===== src/rtl/frac_ramp_pkg.sv =====
package frac_ramp_pkg;
  localparam int unsigned ADDR_W  = 20;
  localparam int unsigned DATA_W  = 32;
  localparam int unsigned K_W     = 22;
  localparam int unsigned K_LSB   = 9;
  localparam int unsigned M_W     = 9;
  localparam int unsigned STB_BIT = 17;

  localparam logic [ADDR_W-1:0] BASE0   = 20'h44000;
  localparam logic [ADDR_W-1:0] STB_OFS = 20'h0000C;
  localparam logic [ADDR_W-1:0] M_OFS   = 20'h00004;

  typedef enum logic [3:0] {
    ST_IDLE, ST_RD_K, ST_RD_S, ST_PLAN, ST_WAIT, ST_WR_K, ST_STB_HI,
    ST_STB_LO, ST_RST_ON, ST_RP_K, ST_RD_M, ST_WR_M, ST_RST_OFF
  } ramp_st_e;

  function automatic logic [ADDR_W-1:0] reg_base(input logic [1:0] lane,
                                                 input logic [1:0] pll);
    logic [1:0] p;
    p = (pll == 2'd3) ? 2'd2 : pll;
    return BASE0 + {3'b0, lane, 15'b0} + {10'b0, p, 8'b0};
  endfunction

  function automatic logic [DATA_W-1:0] put_k(input logic [DATA_W-1:0] w,
                                              input logic [K_W-1:0] k);
    logic [DATA_W-1:0] r;
    r = w;
    r[K_LSB +: K_W] = k;
    return r;
  endfunction

  function automatic logic [DATA_W-1:0] put_m(input logic [DATA_W-1:0] w,
                                              input logic [M_W-1:0] m);
    logic [DATA_W-1:0] r;
    r = w;
    r[M_W-1:0] = m;
    return r;
  endfunction
endpackage


===== src/rtl/frac_step_plan.sv =====
module frac_step_plan #(
  parameter int unsigned K_W = 22
) (
  input  logic [K_W-1:0] cur_i,
  input  logic [K_W-1:0] tgt_i,
  input  logic [K_W-1:0] max_step_i,
  input  logic [K_W-1:0] limit_i,
  output logic [K_W-1:0] next_o,
  output logic           zero_o,
  output logic           too_big_o
);
  logic           up;
  logic [K_W-1:0] mag, lim_step, step;

  always_comb begin
    up        = tgt_i > cur_i;
    mag       = up ? (tgt_i - cur_i) : (cur_i - tgt_i);
    lim_step  = (max_step_i == '0) ? K_W'(1) : max_step_i;
    step      = (mag > lim_step) ? lim_step : mag;  // clip last step
    next_o    = up ? (cur_i + step) : (cur_i - step);
    zero_o    = (mag == '0);
    too_big_o = (mag > limit_i);
  end
endmodule


===== src/rtl/frac_gap_timer.sv =====
module frac_gap_timer #(
  parameter int unsigned W = 16
) (
  input  logic         clk_i,
  input  logic         rst_ni,
  input  logic         load_i,
  input  logic [W-1:0] val_i,
  output logic         done_o
);
  logic [W-1:0] cnt_q;

  always_ff @(posedge clk_i or negedge rst_ni) begin
    if (!rst_ni)           cnt_q <= '0;
    else if (load_i)       cnt_q <= val_i;
    else if (cnt_q != '0)  cnt_q <= cnt_q - 1'b1;
  end

  assign done_o = (cnt_q == '0);
endmodule


===== src/rtl/frac_bus_master.sv =====
module frac_bus_master #(
  parameter int unsigned AW = 20,
  parameter int unsigned DW = 32
) (
  input  logic          clk_i,
  input  logic          rst_ni,
  input  logic          req_i,
  input  logic          req_wr_i,
  input  logic [AW-1:0] req_addr_i,
  input  logic [DW-1:0] req_wdata_i,
  output logic          idle_o,
  output logic          done_o,
  output logic [DW-1:0] rdata_o,
  output logic [AW-1:0] addr_o,
  output logic          read_o,
  output logic          write_o,
  output logic [DW-1:0] wdata_o,
  input  logic [DW-1:0] rdata_i,
  input  logic          rvalid_i,
  input  logic          waitreq_i
);
  typedef enum logic [1:0] {B_IDLE, B_CMD, B_RWAIT} bst_e;
  bst_e st_q;

  always_ff @(posedge clk_i or negedge rst_ni) begin
    if (!rst_ni) begin
      st_q    <= B_IDLE;
      addr_o  <= '0;
      read_o  <= 1'b0;
      write_o <= 1'b0;
      wdata_o <= '0;
      rdata_o <= '0;
      done_o  <= 1'b0;
    end else begin
      done_o <= 1'b0;
      unique case (st_q)
        B_IDLE: if (req_i) begin
          addr_o  <= req_addr_i;
          wdata_o <= req_wdata_i;
          write_o <= req_wr_i;
          read_o  <= !req_wr_i;
          st_q    <= B_CMD;
        end
        B_CMD: if (!waitreq_i) begin
          read_o  <= 1'b0;
          write_o <= 1'b0;
          if (write_o) begin
            done_o <= 1'b1;
            st_q   <= B_IDLE;
          end else begin
            st_q   <= B_RWAIT;
          end
        end
        B_RWAIT: if (rvalid_i) begin
          rdata_o <= rdata_i;
          done_o  <= 1'b1;
          st_q    <= B_IDLE;
        end
        default: st_q <= B_IDLE;
      endcase
    end
  end

  assign idle_o = (st_q == B_IDLE);
endmodule


===== src/rtl/frac_ramp_ctrl.sv =====
module frac_ramp_ctrl
  import frac_ramp_pkg::*;
#(
  parameter int unsigned GAP_W = 16
) (
  input  logic              clk_i,
  input  logic              rst_ni,
  input  logic              start_i,
  input  logic [1:0]        lane_i,
  input  logic [1:0]        pll_sel_i,
  input  logic [K_W-1:0]    target_k_i,
  input  logic [M_W-1:0]    target_m_i,
  input  logic [K_W-1:0]    max_step_i,
  input  logic [GAP_W-1:0]  min_gap_i,
  input  logic [K_W-1:0]    reprog_lim_i,
  output logic              busy_o,
  output logic              pll_rst_o,
  output logic [ADDR_W-1:0] bus_addr_o,
  output logic              bus_read_o,
  output logic              bus_write_o,
  output logic [DATA_W-1:0] bus_wdata_o,
  input  logic [DATA_W-1:0] bus_rdata_i,
  input  logic              bus_rvalid_i,
  input  logic              bus_waitreq_i
);
  ramp_st_e          st_q;
  logic [K_W-1:0]    tgt_q, cur_q, nxt_q, max_q, lim_q;
  logic [M_W-1:0]    m_q;
  logic [GAP_W-1:0]  gap_q;
  logic [ADDR_W-1:0] base_q;
  logic [DATA_W-1:0] kword_q, sword_q, mword_q;
  logic              rst_q, pend_q;

  logic              op_act, op_wr, req, bm_idle, bm_done;
  logic [ADDR_W-1:0] op_addr;
  logic [DATA_W-1:0] op_wdata, bm_rdata;
  logic [K_W-1:0]    plan_next;
  logic              plan_zero, plan_big, tmr_load, tmr_done;

  frac_step_plan #(.K_W(K_W)) u_plan (
    .cur_i(cur_q), .tgt_i(tgt_q), .max_step_i(max_q), .limit_i(lim_q),
    .next_o(plan_next), .zero_o(plan_zero), .too_big_o(plan_big)
  );

  assign tmr_load = (st_q == ST_STB_LO) && bm_done;

  frac_gap_timer #(.W(GAP_W)) u_gap (
    .clk_i(clk_i), .rst_ni(rst_ni), .load_i(tmr_load), .val_i(gap_q),
    .done_o(tmr_done)
  );

  always_comb begin
    op_act   = 1'b1;
    op_wr    = 1'b0;
    op_addr  = base_q;
    op_wdata = '0;
    unique case (st_q)
      ST_RD_K:   ;
      ST_RD_S:   op_addr = base_q + STB_OFS;
      ST_RD_M:   op_addr = base_q + M_OFS;
      ST_WR_K: begin
        op_wr = 1'b1; op_wdata = put_k(kword_q, nxt_q);
      end
      ST_RP_K: begin
        op_wr = 1'b1; op_wdata = put_k(kword_q, tgt_q);
      end
      ST_STB_HI: begin
        op_wr = 1'b1; op_addr = base_q + STB_OFS;
        op_wdata = sword_q | (DATA_W'(1) << STB_BIT);
      end
      ST_STB_LO: begin
        op_wr = 1'b1; op_addr = base_q + STB_OFS; op_wdata = sword_q;
      end
      ST_WR_M: begin
        op_wr = 1'b1; op_addr = base_q + M_OFS; op_wdata = put_m(mword_q, m_q);
      end
      default: op_act = 1'b0;
    endcase
  end

  assign req = op_act && !pend_q && bm_idle;

  frac_bus_master #(.AW(ADDR_W), .DW(DATA_W)) u_bus (
    .clk_i(clk_i), .rst_ni(rst_ni),
    .req_i(req), .req_wr_i(op_wr), .req_addr_i(op_addr), .req_wdata_i(op_wdata),
    .idle_o(bm_idle), .done_o(bm_done), .rdata_o(bm_rdata),
    .addr_o(bus_addr_o), .read_o(bus_read_o), .write_o(bus_write_o),
    .wdata_o(bus_wdata_o), .rdata_i(bus_rdata_i), .rvalid_i(bus_rvalid_i),
    .waitreq_i(bus_waitreq_i)
  );

  always_ff @(posedge clk_i or negedge rst_ni) begin
    if (!rst_ni) begin
      st_q    <= ST_IDLE;
      tgt_q   <= '0;
      cur_q   <= '0;
      nxt_q   <= '0;
      max_q   <= '0;
      lim_q   <= '0;
      m_q     <= '0;
      gap_q   <= '0;
      base_q  <= '0;
      kword_q <= '0;
      sword_q <= '0;
      mword_q <= '0;
      rst_q   <= 1'b0;
      pend_q  <= 1'b0;
    end else begin
      if (req)          pend_q <= 1'b1;
      else if (bm_done) pend_q <= 1'b0;

      unique case (st_q)
        ST_IDLE: if (start_i) begin
          tgt_q  <= target_k_i;
          max_q  <= max_step_i;
          lim_q  <= reprog_lim_i;
          m_q    <= target_m_i;
          gap_q  <= min_gap_i;
          base_q <= reg_base(lane_i, pll_sel_i);
          st_q   <= ST_RD_K;
        end
        ST_RD_K: if (bm_done) begin
          kword_q <= bm_rdata;
          cur_q   <= bm_rdata[K_LSB +: K_W];
          st_q    <= ST_RD_S;
        end
        ST_RD_S: if (bm_done) begin
          sword_q <= bm_rdata & ~(DATA_W'(1) << STB_BIT);
          st_q    <= ST_PLAN;
        end
        ST_PLAN: begin
          if (plan_zero)     st_q <= ST_IDLE;
          else if (plan_big) st_q <= ST_RST_ON;
          else begin
            nxt_q <= plan_next;
            st_q  <= ST_WR_K;
          end
        end
        ST_WAIT:   if (tmr_done) st_q <= ST_PLAN;
        ST_WR_K: if (bm_done) begin
          kword_q <= put_k(kword_q, nxt_q);
          st_q    <= ST_STB_HI;
        end
        ST_STB_HI: if (bm_done) st_q <= ST_STB_LO;
        ST_STB_LO: if (bm_done) begin
          cur_q <= nxt_q;
          st_q  <= (nxt_q == tgt_q) ? ST_IDLE : ST_WAIT;
        end
        ST_RST_ON: begin
          rst_q <= 1'b1;
          st_q  <= ST_RP_K;
        end
        ST_RP_K: if (bm_done) begin
          kword_q <= put_k(kword_q, tgt_q);
          cur_q   <= tgt_q;
          st_q    <= ST_RD_M;
        end
        ST_RD_M: if (bm_done) begin
          mword_q <= bm_rdata;
          st_q    <= ST_WR_M;
        end
        ST_WR_M:   if (bm_done) st_q <= ST_RST_OFF;
        ST_RST_OFF: begin
          rst_q <= 1'b0;
          st_q  <= ST_IDLE;
        end
        default: st_q <= ST_IDLE;
      endcase
    end
  end

  assign busy_o    = (st_q != ST_IDLE);
  assign pll_rst_o = rst_q;
endmodule


===== config.mk =====
export PLATFORM = sky130hd
export DESIGN_NAME = frac_ramp_ctrl
export DESIGN_NICKNAME = d
export VERILOG_FILES = /design/src/rtl/frac_ramp_pkg.sv /design/src/rtl/frac_step_plan.sv /design/src/rtl/frac_gap_timer.sv /design/src/rtl/frac_bus_master.sv /design/src/rtl/frac_ramp_ctrl.sv
export SDC_FILE = /design/constraint.sdc
export NUM_CORES = 1
export LEC_CHECK = 0
export BUFFER_PORTS_ARGS = -buffer_cell sky130_fd_sc_hd__buf_2
export CAP_MARGIN = 20
export CORE_MARGIN = 2
export CORE_UTILIZATION = 40
export CTS_CLUSTER_SIZE = 30
export DETAILED_ROUTE_END_ITERATION = 8
export PLACE_DENSITY = 0.63
export SLEW_MARGIN = 30
export SYNTH_ARGS = -nofsm -noshare
export SYNTH_HDL_FRONTEND = slang
export SYNTH_SLANG_ARGS = --single-unit

===== constraint.sdc =====
create_clock -name clk_i -period 18.3 [get_ports clk_i]
set_clock_uncertainty 0.2 [all_clocks]
set_input_delay 0 -clock clk_i [delete_from_list [all_inputs] [get_ports clk_i]]
set_output_delay 0 -clock clk_i [all_outputs]
set_load 0.01 [all_outputs]

# Word-level counts from Yosys, hierarchy flattened
# Index checks and enable logic that the tools add are counted.
# op_classes
add_sub_neg	9
n_lt_le_gt_ge	3
n_eq_ne	29
muxes	50
bitwise_logic	4
reduce_logical	32
# op_table
cell	count
one-hot mux 32 bit (5 select lines)	1
2-to-1 mux 22 bit	7
one-hot mux 32 bit (3 select lines)	1
greater-than comparator 22 bit	3
one-hot mux 22 bit (3 select lines)	1
subtractor 22 bit	3
2-to-1 mux 31 bit	2
2-to-1 mux 4 bit	12
one-hot mux 4 bit (12 select lines)	1
zero test 22 bit	2
one-hot mux 20 bit (2 select lines)	1
2-to-1 mux 16 bit	2
2-to-1 mux 32 bit	1
adder 22 bit	1
equality test 22 bit	1
adder 19 x 17 -> 20 bit, first input constant	1
adder 20 x 10 -> 20 bit	1
adder 20 x 3 -> 20 bit, second input constant	1
adder 20 x 4 -> 20 bit, second input constant	1
equality test 4 bit, second input constant	5
equality test 4 x 3 -> 1 bit, second input constant	4
zero test 16 bit	1
!= test 2 x 1 -> 1 bit, second input constant	8
nonzero test 16 bit	1
other kinds (27)	65
# word_totals
ff_bits	339
output_inout_bits	56

# Longest topological paths before layout
# Gate-level depths: netlist of run 1.
# depth
depth_word	7
depth_mapped	46

# Modules after synthesis
# Synthesis of run 1 repeated with hierarchy kept, for this count alone.
# hier_totals
cells_unflattened	1788
area_unflattened_um2	19085.8
# modules_own_cells
module	n_inst	cells_per_inst	area_per_inst_um2	seq_area_each_um2
frac_ramp_ctrl	1	710	9190.1	5255.0
frac_step_plan	1	768	5262.5	0.0
frac_bus_master	1	206	3627.2	2227.1
frac_gap_timer	1	104	1006.0	400.4

# Least setup slack after synthesis of run 1
# Ideal clock, no wire load.
# synth_path
kind	reg-to-reg
start	reg tgt_q[3]
end	reg nxt_q[21]
setup_time_ns	0.119
t_arrival_ns	8.594
t_required_ns	17.981
path_slack_ns	9.387
stages_incl_launch_ff	41
period_less_slack_ns	8.913
cell_sequence	dfrtp_1 inv_1 ha_1 buf_2 nand4_1 nor3_2 nor4_4 or3_1 a21oi_2 buf_4 mux2_2 nand3_1 o2111ai_1 a21o_1 and2_1 ha_1 nand4_1 nor4_1 (+5 left out) buf_2 mux2i_1 ha_1 a21oi_1 ha_1 a21o_1 a21o_1 a21o_1 a31oi_1 o21ai_0 o41a_1 a21o_1 a21o_1 a2111o_1 o311ai_0 o21ai_0 xor2_1 o21ai_2
# synth_via
elab_chain_len	6
# synth_rtl
element	line_no	text
from (decl)	frac_ramp_ctrl.sv:27	logic [K_W-1:0] tgt_q, cur_q, nxt_q, max_q, lim_q;
from (signal assigned)	frac_ramp_ctrl.sv:114	tgt_q <= target_k_i;
subtractor 22 bit or greater-than comparator 22 bit (tied branches)	frac_step_plan.sv:17, frac_step_plan.sv:16	
2-to-1 mux 22 bit	frac_step_plan.sv:17	mag = up ? (tgt_i - cur_i) : (cur_i - tgt_i);
greater-than comparator 22 bit	frac_step_plan.sv:19	step = (mag > lim_step) ? lim_step : mag;
2-to-1 mux 22 bit	frac_step_plan.sv:19	
subtractor 22 bit or adder 22 bit (tied branches)	frac_step_plan.sv:20	next_o = up ? (cur_i + step) : (cur_i - step);
2-to-1 mux 22 bit	frac_step_plan.sv:20	
to (signal assigned)	frac_ramp_ctrl.sv:135	nxt_q <= plan_next;
to (decl)	frac_ramp_ctrl.sv:27	
# Parallel ways exist; a longest one is shown, timed or not.
# A chain may end at the register's enable or synchronous reset.

# Final worst setup path of run 1
# layout_path
start	reg tgt_q[7]
end	reg nxt_q[21]
# Same word-level chain as after synthesis.

==> results.md, run 1 <==
* Status: completed
* Ys async rst share at 100.0%
* DR pass1 iterations at 6
* Max-cap violations at 0
* CTS root buf: clkbuf_16
* Die width at 217.7 microns
* Hpwl dp at 38500 microns
* Die Span Y at between 200 and 250 microns
* DRT Wirelength at 55220 microns
* Worst-Margin Slew at 1000 ps
* Critical hold path startpoint: target_k_i[16]
* Worst Setup End Kind: register
* Met3 WL post-DR at 2904 microns
* Final period utilization at 56.57%
* Final setup fails at 0
* Synthesized cell area at roughly 0.018 sq mm
* Crit path top cell by count: a21o_1
* Initial antenna violation count at 1
* Share of layout cells above drive strength 1 at 22.78%
* Initial Util at 40.41%
* Clk sinks at 302
* Via count at approximately 15000
* Antenna Nets Post-Route at 0
* CTS Buf Count at 35
* Highest routed layer: met4
* GRT Util Overall at 23.59%
* Crit path launch type: register
* DR WL/cell at 19.69 microns
* Via/cell ratio at 5.434
* Critical path's largest stage delay at between 500 and 600 ps
* Post-synth top flop: dfrtp_1
* Remaining DRCs at 0
* Setup TNS Final at 0 ps
* Cells after Synth at 1808
* Post-layout util at 51.26%
* Sequential area share after synthesis at 41.39%
* Fillers at 4092
* Core box area at about 0.045 sq mm
* Post-synthesis area per instance at a little over 10 sq um
* GRT overflow at 0
* Hold path endpoint: tgt_q[16]
* Netlist cell types at 87
* # hold bufs at CTS at ~230
* Clock Latency Late Sink at 570 ps
* Metal-1 WL at 25370 microns
* RSZ-0062 raised after global routing: no
* Min Tclk post-route at 10350 ps
* Yosys reg bits at 302
* Final hold viol count at 0
* Fmax at roughly 0.097 GHz
* Fin nets at 2423
* Worst EP required at between 15000 and 20000 ps
* R2R depth at 37
* Hold Crit Class: input port to register
* Reg2reg end: nxt_q[21]
* Post-synth EDFFs at 0
* Starting DRC count in detailed routing at ~1000
* Post-route cell area at 0.02316 sq mm
* Synth Warn # at 0
* Max-slew violation count at 0
* Reg clk slew, reported paths at roughly 60 ps
* H-tree depth at 2
* Total placed instance area at 0.01964 sq mm
* I/O Pins at 188
* Crit path from: tgt_q[7]
* Rel. slew slack at 33.17%
* RR Startpoint: tgt_q[7]
* CP max stage cell: ha_1
* Combined area of the multi-input logic cells at 0.009861 sq mm
* Min-Delay Path Depth at 3
* Layout area overhead at 26.85%
* CP arrival at 10580 ps
* Row cnt at 78
* Critical Path Fanout Max at 38
* Vias in the first global route at 15570
* CTS resizes at 0
* Die area at 0.04738 sq mm
* Worst Setup Path Type: register to register
* Post-CTS Setup Bufs at 0
* Clk buf depth at 3
* Internal reg-to-reg setup slack at 7950 ps
* Global placement routability congestion at 0.9098
* Pin count of the biggest net entering global routing at 93
* Port-buffer cells at 175
* CTS tree: done
* Met2 Wirelength at between 20000 and 30000 microns
* First-pass GRT wire length at 87930 microns
* Register Area at approximately 0.0076 sq mm
-- placed cells by master (no fill, tap or decap), types with 75 or more instances in the layout --
cell,n
dfrtp_1,302
ha_1,111
nand2_1,153
dlygate4sd3_1,227
nor2_1,75
inv_1,118
a21oi_1,88
o21ai_0,102
mux2_2,203
buf_2,174
-- registers in the layout, summed over array words and instances, names as in the netlist, 2 cells and up --
signal	count
base_q	5
cur_q	22
gap_q	16
kword_q	10
lim_q	22
m_q	9
max_q	22
mword_q	23
nxt_q	22
st_q	4
sword_q	31
tgt_q	22
u_bus.addr_o	7
u_bus.rdata_o	32
u_bus.st_q	2
u_bus.wdata_o	32
u_gap.cnt_q	16
-- metal layers --
metal | up-vias | track usage (%)
met5 | - | 0
met2 | 397 | 38.77
met4 | 0 | 6.530
met3 | 72 | 3.780
li1 | 7205 | -
met1 | 7568 | 32.21
-- final cells by class --
type                            count  share of cell area, %
Inverter                          118                  1.912
Tap cell                          600                  3.241
Clock inverter                     16                 0.9723
Clock buffer                       48                  4.251
Multi-Input combinational cell   1298                  42.57
Timing Repair Buffer              422                  14.42
Sequential cell                   302                  32.63
Antenna cell                        1                0.01080
-- stage by stage --
stage | hold WS [ps] | instances | worst slack [ps]
2_1_floorplan | -495.6 | 1819 | 9387
3_3_place_gp | -130.9 | 2512 | 8220
3_5_place_dp | -129.1 | 2512 | 8058
4_1_cts | 0.05040 | 2804 | 8000
5_1_grt | 20.08 | 2805 | 7245
6_report | 15.30 | 2805 | 7947
-- cells in the mapped netlist, types with 6 or more instances --
library cell	instances	area share [%]
a221oi_1	21	1.0
dfrtp_1	302	41
ha_1	111	7.6
a21oi_1	89	2.4
o21a_1	6	0.25
nand2_1	154	3.2
nor2b_1	11	0.38
o21ai_1	17	0.47
a211oi_1	7	0.29
nor4_1	11	0.38
a222oi_1	11	0.60
or3_1	10	0.34
o31ai_1	11	0.45
a21oi_2	6	0.29
mux2i_1	22	1.2
o21bai_1	10	0.41
nor3_1	31	0.85
xor2_1	42	2.0
o211ai_1	9	0.37
a31oi_1	30	1.0
nand2b_1	12	0.41
a22oi_1	30	1.2
nand4_1	24	0.82
buf_4	22	0.90
nand3_1	20	0.55
a21o_1	39	1.6
nor2_1	80	1.6
mux2_2	203	13
clkbuf_1	58	1.2
a22o_1	19	0.91
o21ai_0	102	2.8
inv_1	118	2.4
xnor2_1	50	2.4
buf_2	13	0.36
and2_1	15	0.51
-- kinds of logic (layout without fill, tap and decap cells) --
group | Yosys count | count (layout) | share of synthesized area, %
xor+xnor | 92 | 92 | 4.413
mux | 226 | 226 | 13.79
fa+ha+maj | 114 | 114 | 7.935
flops | 302 | 302 | 41.39
buf+inv | 219 | 604 | 5.166
other cells | 1 | 13 | 0.02054
compound gates | 444 | 444 | 16.13
simple gates | 410 | 410 | 11.16
-- worst max-delay path by stage --
stage | endpoint | slack, ps | cells after the start
floorplan | nxt_q[21] | 9390 | 40
global placement | nxt_q[21] | 8220 | 38
detailed placement | nxt_q[21] | 8060 | 37
CTS | nxt_q[21] | 8000 | 38
global route | nxt_q[21] | 7240 | 37
finish | nxt_q[21] | 7950 | 37
-- worst max-delay path: cells and delay by family, from the launching register on --
kind                       cells  cell delay [ps]
AOI/OAI and AO/OA             19             4450
xor gates and xnor gates       2              420
adders and majority gates      4             1540
buffers and inverters          3              760
DFF                            1              480
muxes                          1              240
and+or+nand+nor                8             2080
Power of run 1 is left out: the tool's default activity adds up to more than one toggle a clock period on the data nets, which glitch-free logic cannot reach.
==> run 2, diff against run 1 <==
==> constraint.sdc (replaced) <==
create_clock -name clk_i -period 9.8 [get_ports clk_i]
set_clock_uncertainty 0.2 [all_clocks]
set_input_delay 0 -clock clk_i [delete_from_list [all_inputs] [get_ports clk_i]]
set_output_delay 0 -clock clk_i [all_outputs]
set_load 0.01 [all_outputs]
==> results.md, run 2 (same netlist as run 1, synthesis figures left out) <==
* Total placed instance area at 0.01996 sq mm (+1.6%)
* Row cnt at 78 (unchanged)
* H-tree depth at 2 (unchanged)
* Worst EP required at 10030 ps (-8500 ps)
* I/O Pins at 188 (unchanged)
* Critical Path Fanout Max at 6 (-84%)
* Max-cap violations at 0 (unchanged)
* CP arrival at 9500 ps (-1080 ps)
* Post-route cell area at 0.02328 sq mm (+0.51%)
* Internal reg-to-reg setup slack at 530 ps (-7410 ps)
* Commonest non-fill, non-tap cell in the layout: dfrtp_1
* Top delay family on crit path: compound AO/OA/AOI/OAI gates
* Critical path's largest stage delay at 510 ps (-80 ps)
* Die width at 217.7 microns (unchanged)
* Clock Latency Late Sink at 560 ps (about the same)
* Crit path launch type: register
* Final setup fails at 0 (unchanged)
* Rel. slew slack at 31.34% (-1.8 points)
* Die area at 0.04738 sq mm (unchanged)
* Vias in the first global route at 15730 (+1.0%)
* Remaining DRCs at 0 (unchanged)
* DRT Wirelength at 55350 microns (+0.23%)
* Share of layout cells above drive strength 1 at 24.67% (+1.9 points)
* Via/cell ratio at 5.393 (-0.74%)
* CP bufs+invs at 3 (unchanged)
* Final period utilization at 94.56% (+38 points)
* CTS root buf: clkbuf_16
* Fmax at 0.1079 GHz (+12%)
* Crit path top cell by count: a21o_1
* Clk sinks at 302 (unchanged)
* Reg clk slew, reported paths at 60 ps (about the same)
* Most frequent cells in the layout: dfrtp_1, dlygate4sd3_1, mux2_2
* Global placement routability congestion at 0.9131 (+0.36%)
* Status: completed
* Fin nets at 2447 (+0.99%)
* Min-Delay Path Depth at 3 (unchanged)
* Worst Setup End Kind: register
* Max-slew violation count at 0 (unchanged)
* R2R depth at 37 (unchanged)
* Min Tclk post-route at 9267 ps (-1086 ps)
* First-pass GRT wire length at 87410 microns (-0.60%)
* Final hold viol count at 0 (unchanged)
* Antenna Nets Post-Route at 0 (unchanged)
* DR pass1 iterations at 5 (-1)
* Hold Crit Class: input port to register
* CTS tree: done
* Critical hold path startpoint: reprog_lim_i[1]
* Largest regs: u_bus.rdata_o x32, u_bus.wdata_o x32, sword_q x31
* Initial antenna violation count at 5 (+4)
* DR WL/cell at 19.57 microns (-0.62%)
* CTS Buf Count at 35 (unchanged)
* Starting DRC count in detailed routing at 927 (-9.8%)
* GRT Util Overall at 23.51% (-0.087 points)
* Core box area at 0.04519 sq mm (unchanged)
* Hpwl dp at 39130 microns (+1.6%)
* Worst-Margin Slew at 1027 ps (+27.28 ps)
* CP max stage cell: dfrtp_1
* Pin count of the biggest net entering global routing at 84 (-9.7%)
* Via count at 15260 (+0.10%)
* Initial Util at 40.41% (unchanged)
* Layout area overhead at 27.50%
* Die Span Y at 217.7 microns (unchanged)
* Hold path endpoint: lim_q[1]
* Worst Setup Path Type: register to register
* Clk buf depth at 3 (unchanged)
* RR Startpoint: tgt_q[9]
* Port-buffer cells at 175 (unchanged)
* GRT overflow at 0 (unchanged)
* Reg2reg end: nxt_q[21]
[run 2: how the worst max path moves through the flow]
stage / startpoint / end / slack [ps] / cells past startpoint
finish: tgt_q[9] / nxt_q[21] / 530 / 37
global placement: tgt_q[5] / nxt_q[21] / 450 / 37
detailed placement: tgt_q[5] / nxt_q[21] / 330 / 37
floorplan: tgt_q[3] / nxt_q[21] / 890 / 40
global route: tgt_q[9] / nxt_q[21] / -50 / 37
CTS: tgt_q[5] / nxt_q[21] / 280 / 37
[run 2: repair_timing]
item                                   4_1_cts  5_1_grt
setup endpoints to repair                    0        9
setup buffers                                0        5
resized for setup                            0        9
endpoints found under the hold margin      212        0
hold buffers                               205        0
[run 2: final cells by class]
class | instances | area (sq um)
flip-flops and latches | 302 | 7557
multi-input cells | 1298 | 9910
inverters | 118 | 442.9
well taps | 600 | 750.7
clock inverters | 8 | 105.1
fillers | 4085 | 21900
diodes | 4 | 10.01
clock buffers | 53 | 1044
repair buffers | 446 | 3462
[run 2: stage by stage]
stage | TNS, ps | setup slack, ps | hold WS, ps | cells | utilization (%)
after global placement | 0 | 455.0 | -210.9 | 2554 | 44.15
after detailed placement | 0 | 331.7 | -207.4 | 2554 | 44.18
final | 0 | 533.1 | 16.09 | 2829 | 51.52
after global routing | -46.04 | -46.04 | 13.57 | 2827 | 51.51
after CTS | 0 | 281.7 | 1.012 | 2820 | 51.30
after floorplan | 0 | 887.2 | -495.6 | 1819 | -
[run 2: worst register-to-register path: cells and delay by family (launching register included)]
| family | cells | cell delay (ps) |
|---|---|---|
| xor gates and xnor gates | 2 | 440 |
| AOI/OAI and AO/OA | 18 | 3940 |
| muxes | 2 | 590 |
| DFF | 1 | 510 |
| and+or+nand+nor | 8 | 1710 |
| buffers and inverters | 3 | 430 |
| adders and majority gates | 4 | 1310 |
[run 2: metal layers]
layer	wire length [microns]	track usage [%]	share of wire, %	vias to the layer above
li1	-	-	-	7237
met4	1531	7.717	2.8	2
met3	3835	5.342	6.9	85
met1	24690	31.22	45	7493
met2	25280	37.88	46	441
met5	17	0	0.031	-
Power of run 2 is left out for the same reason.
